--- src/rtl/stfifo_pkg.sv ---
package stfifo_pkg;

    // Outcome of the most recent pop request
    typedef enum logic [1:0] {
        PS_IDLE    = 2'd0,
        PS_SENT    = 2'd1,
        PS_STARVED = 2'd2,
        PS_REALIGN = 2'd3
    } pop_state_t;

    // Channel indices
    localparam int CH_LEFT  = 0;
    localparam int CH_RIGHT = 1;
    localparam int NUM_CH   = 2;

    // Sticky flag indices
    localparam int FLG_XRUN   = 0;
    localparam int FLG_RESYNC = 1;
    localparam int NUM_FLG    = 2;

endpackage

--- src/rtl/chan_fifo.sv ---
module chan_fifo #(
    parameter int W     = 32,
    parameter int DEPTH = 8,
    localparam int PTR_W = (DEPTH > 1) ? $clog2(DEPTH) : 1,
    localparam int CNT_W = $clog2(DEPTH + 1)
) (
    input  logic             clk,
    input  logic             rst_n,
    input  logic             push,
    input  logic [W-1:0]     push_data,
    input  logic             pop,
    input  logic             flush,
    output logic [W-1:0]     head,
    output logic [CNT_W-1:0] count,
    output logic             full,
    output logic             empty
);

    localparam logic [PTR_W-1:0] LAST_IDX = PTR_W'(DEPTH - 1);
    localparam logic [CNT_W-1:0] CAP      = CNT_W'(DEPTH);

    logic [W-1:0]     store [DEPTH];
    logic [PTR_W-1:0] wptr;
    logic [PTR_W-1:0] rptr;
    logic             do_push;
    logic             do_pop;

    assign full    = (count == CAP);
    assign empty   = (count == '0);
    assign do_push = push && !full && !flush;
    assign do_pop  = pop && !empty && !flush;
    assign head    = store[rptr];

    always_ff @(posedge clk) begin
        if (do_push) begin
            store[wptr] <= push_data;
        end
    end

    always_ff @(posedge clk) begin
        if (!rst_n || flush) begin
            wptr  <= '0;
            rptr  <= '0;
            count <= '0;
        end else begin
            if (do_push) begin
                wptr <= (wptr == LAST_IDX) ? '0 : wptr + 1'b1;
            end
            if (do_pop) begin
                rptr <= (rptr == LAST_IDX) ? '0 : rptr + 1'b1;
            end
            unique case ({do_push, do_pop})
                2'b10:   count <= count + 1'b1;
                2'b01:   count <= count - 1'b1;
                default: count <= count;
            endcase
        end
    end

endmodule

--- src/rtl/pop_ctrl.sv ---
module pop_ctrl
    import stfifo_pkg::*;
#(
    parameter int W     = 32,
    parameter int DEPTH = 8,
    localparam int CNT_W = $clog2(DEPTH + 1)
) (
    input  logic             clk,
    input  logic             rst_n,
    input  logic             pop_req,
    input  logic [CNT_W-1:0] occ_l,
    input  logic [CNT_W-1:0] occ_r,
    input  logic [W-1:0]     head_l,
    input  logic [W-1:0]     head_r,
    output logic             take,
    output logic             flush,
    output logic             starve_evt,
    output logic             realign_evt,
    output logic [W-1:0]     out_l,
    output logic [W-1:0]     out_r
);

    pop_state_t       state;
    pop_state_t       nxt;
    logic [CNT_W-1:0] gap;
    logic             gap_wide;
    logic             side_dry;
    logic [W-1:0]     cap_l;
    logic [W-1:0]     cap_r;

    assign gap      = (occ_l > occ_r) ? (occ_l - occ_r) : (occ_r - occ_l);
    assign gap_wide = (gap > CNT_W'(1));
    assign side_dry = (occ_l == '0) || (occ_r == '0);

    // Next-state decision: realign outranks starvation, starvation outranks delivery
    always_comb begin
        nxt = state;
        unique case (state)
            PS_IDLE, PS_SENT, PS_STARVED, PS_REALIGN: begin
                if (pop_req) begin
                    if (gap_wide) begin
                        nxt = PS_REALIGN;
                    end else if (side_dry) begin
                        nxt = PS_STARVED;
                    end else begin
                        nxt = PS_SENT;
                    end
                end
            end
            default: nxt = PS_IDLE;
        endcase
    end

    assign take        = pop_req && (nxt == PS_SENT);
    assign flush       = pop_req && (nxt == PS_REALIGN);
    assign starve_evt  = pop_req && (nxt == PS_STARVED);
    assign realign_evt = flush;

    // State register
    always_ff @(posedge clk) begin
        if (!rst_n) begin
            state <= PS_IDLE;
        end else begin
            state <= nxt;
        end
    end

    // Captured pair
    always_ff @(posedge clk) begin
        if (!rst_n) begin
            cap_l <= '0;
            cap_r <= '0;
        end else if (take) begin
            cap_l <= head_l;
            cap_r <= head_r;
        end
    end

    // Outputs by state
    always_comb begin
        unique case (state)
            PS_SENT: begin
                out_l = cap_l;
                out_r = cap_r;
            end
            PS_IDLE, PS_STARVED, PS_REALIGN: begin
                out_l = '0;
                out_r = '0;
            end
            default: begin
                out_l = '0;
                out_r = '0;
            end
        endcase
    end

endmodule

--- src/rtl/sticky_flags.sv ---
module sticky_flags #(
    parameter int N = 2
) (
    input  logic         clk,
    input  logic         rst_n,
    input  logic [N-1:0] set,
    input  logic         clr,
    output logic [N-1:0] q
);

    for (genvar i = 0; i < N; i++) begin : g_flag
        always_ff @(posedge clk) begin
            if (!rst_n) begin
                q[i] <= 1'b0;
            end else if (set[i]) begin
                q[i] <= 1'b1;
            end else if (clr) begin
                q[i] <= 1'b0;
            end
        end
    end

endmodule

--- src/rtl/stereo_tx_fifo.sv ---
module stereo_tx_fifo
    import stfifo_pkg::*;
#(
    parameter int DATA_W = 32,
    parameter int DEPTH  = 8
) (
    input  logic              clk,
    input  logic              rst_n,
    input  logic              wr_en,
    input  logic              wr_sel,
    input  logic [DATA_W-1:0] wr_data,
    input  logic              pop_req,
    input  logic              clr_flags,
    output logic [DATA_W-1:0] pop_left,
    output logic [DATA_W-1:0] pop_right,
    output logic              fifo_empty,
    output logic              err_xrun,
    output logic              err_resync
);

    localparam int CNT_W = $clog2(DEPTH + 1);

    logic [CNT_W-1:0]  occ   [NUM_CH];
    logic [DATA_W-1:0] head  [NUM_CH];
    logic              full  [NUM_CH];
    logic              empty [NUM_CH];
    logic              push  [NUM_CH];
    logic              take;
    logic              flush;
    logic              starve_evt;
    logic              realign_evt;
    logic              over_evt;
    logic [NUM_FLG-1:0] flag_set;
    logic [NUM_FLG-1:0] flag_q;

    pop_ctrl #(.W(DATA_W), .DEPTH(DEPTH)) u_ctrl (
        .clk        (clk),
        .rst_n      (rst_n),
        .pop_req    (pop_req),
        .occ_l      (occ[CH_LEFT]),
        .occ_r      (occ[CH_RIGHT]),
        .head_l     (head[CH_LEFT]),
        .head_r     (head[CH_RIGHT]),
        .take       (take),
        .flush      (flush),
        .starve_evt (starve_evt),
        .realign_evt(realign_evt),
        .out_l      (pop_left),
        .out_r      (pop_right)
    );

    for (genvar ch = 0; ch < NUM_CH; ch++) begin : g_chan
        assign push[ch] = wr_en && (wr_sel == (ch == CH_RIGHT)) && !flush && !full[ch];

        chan_fifo #(.W(DATA_W), .DEPTH(DEPTH)) u_fifo (
            .clk      (clk),
            .rst_n    (rst_n),
            .push     (push[ch]),
            .push_data(wr_data),
            .pop      (take),
            .flush    (flush),
            .head     (head[ch]),
            .count    (occ[ch]),
            .full     (full[ch]),
            .empty    (empty[ch])
        );
    end

    assign over_evt = wr_en && !flush && (wr_sel ? full[CH_RIGHT] : full[CH_LEFT]);

    assign flag_set[FLG_XRUN]   = over_evt || starve_evt;
    assign flag_set[FLG_RESYNC] = realign_evt;

    sticky_flags #(.N(NUM_FLG)) u_flags (
        .clk  (clk),
        .rst_n(rst_n),
        .set  (flag_set),
        .clr  (clr_flags),
        .q    (flag_q)
    );

    assign fifo_empty = empty[CH_LEFT] && empty[CH_RIGHT];
    assign err_xrun   = flag_q[FLG_XRUN];
    assign err_resync = flag_q[FLG_RESYNC];

endmodule

--- config.mk ---
export PLATFORM = sky130hd
export DESIGN_NAME = stereo_tx_fifo
export DESIGN_NICKNAME = d
export VERILOG_FILES = /design/src/rtl/stfifo_pkg.sv /design/src/rtl/chan_fifo.sv /design/src/rtl/pop_ctrl.sv /design/src/rtl/sticky_flags.sv /design/src/rtl/stereo_tx_fifo.sv
export SDC_FILE = /design/constraint.sdc
export NUM_CORES = 1
export LEC_CHECK = 0
export ABC_CLOCK_PERIOD_IN_PS = 9100
export BUFFER_PORTS_ARGS = -buffer_cell sky130_fd_sc_hd__buf_2
export CORE_MARGIN = 2
export CORE_UTILIZATION = 30
export CTS_CLUSTER_DIAMETER = 150
export CTS_CLUSTER_SIZE = 16
export DETAILED_ROUTE_END_ITERATION = 7
export HOLD_SLACK_MARGIN = 0.08
export MAX_ROUTING_LAYER = met4
export PLACE_DENSITY_LB_ADDON = 0.3
export SLEW_MARGIN = 20
export SYNTH_ARGS = -nofsm -noshare
export SYNTH_HDL_FRONTEND = slang
export SYNTH_HIERARCHICAL = 1
export SYNTH_SLANG_ARGS = --single-unit
--- constraint.sdc ---
create_clock -name clk -period 9.1 [get_ports clk]
set_clock_uncertainty 0.15 [all_clocks]
set_input_delay 1.82 -clock clk [delete_from_list [all_inputs] [get_ports clk]]
set_output_delay 1.82 -clock clk [all_outputs]
set_load 0.01 [all_outputs]
==> flow_metrics.tcl <==
set metrics [dict create \
    status "complete, no violations" \
    period_minus_slack_ns 5.19 \
    max-cap-violations 0 \
    grtUsageMet1_pct 17.7 \
    hold_buffers 0 \
    p_leak_uw 0.00859 \
    grt_usage_pct 13.2 \
    die_area_um2 82500 \
    crit_arrival_ns 5.55 \
    clock-sinks 606 \
    whs_path_depth 2 \
    synth-edff-count 512 \
    nets 1478 \
    synth_area_um2 24100 \
    ys_seq_area_share_pct 71.7 \
    firstDrtPassIters 6 \
    critical_path_class "reg -> reg" \
    synth_compound_area_share_pct 1.09 \
    rsz0062_at_grt "false" \
    clk_pin_slew_worst_paths_ns 0.08 \
    ys_warn_count 6 \
    vias 11800 \
    wirelength_um 52400 \
    synth_flop_cell "edfxtp_1" \
    hp-class "reg -> reg" \
    area_growth_pct 12.8 \
    fmax_ghz 0.193 \
    cts-root-buf "clkbuf_16" \
    synth_xor_xnor_area_share_pct 0.291 \
    pin_count 105 \
    dieWidth_um 287 \
    final_util_pct 34.3 \
    rows 103 \
    antenna_found_initial 3 \
    core_um2 79100 \
    ys_async_sr_fraction_pct 0 \
    grt_pass1_wl_um 79100 \
    wl_per_cell_um 20.9 \
    avgSynthCellArea_um2 18.3 \
    yosys.area_share.adder_pct 1.26 \
    cp-start-kind "flop" \
    place_area_um2 25900 \
    place_congestion 0.698 \
    vias_per_cell 4.70 \
    cts.path.max_buffers 3 \
    slew_violations 0 \
    post_cts_resized 0 \
    required_ns 9.45 \
    drc_errors 0 \
    netlist_instances 1315 \
    end_kind "flop" \
    drive_gt1_share_pct 27.5 \
    max_slew_margin_pct 28.3 \
    clk-insertion-delay-late_ns 0.59 \
    initial_core_util_pct 30.4 \
    grt_pass1_vias 12300 \
    timing.final.crit_share_pct 57.1 \
    max_slew.worst_pin.slew_ns 1.08 \
    die_h_um 287 \
    first_iter_violations 886 \
    tns_ns 0 \
    postCtsSetupBuffers 0 \
    setup_viol 0 \
    cts_tree "yes" \
    hold_viol_final 0 \
    ant_nets 0 \
    synth_cell_types 50 \
    layout.cells.most_common_list "edfxtp_1 (512), nand2_1 (137), mux4_2 (128)" \
    ir_drop_uv 127 \
    grt_max_degree 79 \
    htree_num_levels 2 \
    synth_nets 1376 \
    hpwl_um 29600 \
    final_area_um2 27100 \
    overflow 0 \
    use_met3_pct 2.50 \
    pwr_density_cell_nw_per_um2 207 \
    crit_fanout 13 \
    synth_seq_cells 606 \
    port_buffers 104 \
    gr-max-usage-layer "met2" \
    grt_use_met2_pct 20.8 \
    cts_buffers 43 \
    reg2regPathDepth 15 \
    final_common_cell "edfxtp_1" \
    muxShareOfSynthArea_pct 18.1 \
    synth_top_family_by_area "multiplexers" \
    synthSimpleGateAreaFrac_pct 5.89 \
]
cell type report:
cell class | instances | area, um2
fillers | 7548 | 52000
flip-flops and latches | 606 | 17300
multi-input cells | 624 | 6510
diodes | 2 | 5.00
repair buffers | 129 | 711
well taps | 1050 | 1310
inverters | 13 | 48.8
clock buffers | 79 | 1260
worst paths after layout:
check | from | to | slack, ns
setup / recovery | g_chan[0].u_fifo/count[1]$_SDFFE_PP0P_ | g_chan[0].u_fifo/count[3]$_SDFFE_PP0P_ | 3.91
hold / removal | u_ctrl/cap_r[25]$_SDFFE_PN0P_ | u_ctrl/cap_r[25]$_SDFFE_PN0P_ | 0.30
hold reg to reg | u_ctrl/cap_r[25]$_SDFFE_PN0P_ | u_ctrl/cap_r[25]$_SDFFE_PN0P_ | 0.30
setup reg to reg | g_chan[0].u_fifo/count[1]$_SDFFE_PP0P_ | g_chan[0].u_fifo/count[3]$_SDFFE_PP0P_ | 3.91
metrics by stage:
step                      total power, uW  hold slack (ns)  setup WS [ns]  cells
after global routing                 5860            0.319           3.45   2503
after detailed placement             3850            0.293           3.77   2422
final                                5610            0.304           3.91   2503
after CTS                            5700            0.308           3.88   2501
after global placement               3820            0.294           3.90   2422
after floorplan                      3630            0.280           2.35   1315
cells by family after synthesis:
logic type                 after synthesis
DFF                                    606
and+or+nand+nor                        288
muxes                                  266
buffers and inverters                   85
AOI/OAI and AO/OA                       39
adders and majority gates               23
xor gates and xnor gates                 8
registers in the layout, indices dropped and copies added, names as in the netlist, named ones only:
| name | cells |
|---|---|
| u_ctrl/state | 2 |
| g_chan.u_fifo/count | 8 |
| g_chan.u_fifo/wptr | 6 |
| u_ctrl/cap_r | 32 |
| u_flags/q | 2 |
| u_ctrl/cap_l | 32 |
| g_chan.u_fifo/rptr | 6 |
| g_chan.u_fifo/store | 512 |
per-layer routing:
| layer | share of wire (%) | up-vias |
|---|---|---|
| met2 | 48 | 226 |
| met1 | 46 | 6176 |
| met3 | 4.6 | 59 |
| met5 | 0 | - |
| met4 | 1.6 | 0 |
| li1 | - | 5306 |
synthesized netlist by cell type, types with 4 or more instances:
cell type	number	share of area [%]
or3_1	4	0.10
buf_6	6	0.28
buf_2	18	0.37
ha_1	21	1.1
dfxtp_1	94	7.8
nor3_1	14	0.29
mux4_2	128	12
xor2_1	8	0.29
nor4_1	6	0.16
or3b_1	5	0.18
nor2b_1	5	0.13
o21ai_0	9	0.19
mux2_2	65	3.0
nand2b_1	8	0.21
mux2i_1	73	3.0
a21oi_1	12	0.25
clkbuf_1	43	0.67
inv_1	13	0.20
nor2_1	28	0.44
and2_1	66	1.7
edfxtp_1	512	64
nand2_1	137	2.1
power breakdown:
part | switching, uW | internal, uW
clock network | 909 | 937
logic | 356 | 224
registers | 50.2 | 3140
worst max-delay path: stages, from the launching register on:
cell and delay, ns:
dfxtp_1 0.64, inv_1 0.16, ha_1 0.36, nand2_1 0.06, o21ai_0 0.22, mux2i_1 0.39, mux2_2 0.25, and2_1 0.45
nand2b_4 0.24, nor3_1 0.05, or3b_1 0.45, ha_1 0.32, or3b_2 0.46, a2111oi_0 0.62, o21ai_0 0.18, o31ai_1 0.09
Power figures use the tool's default switching activity.
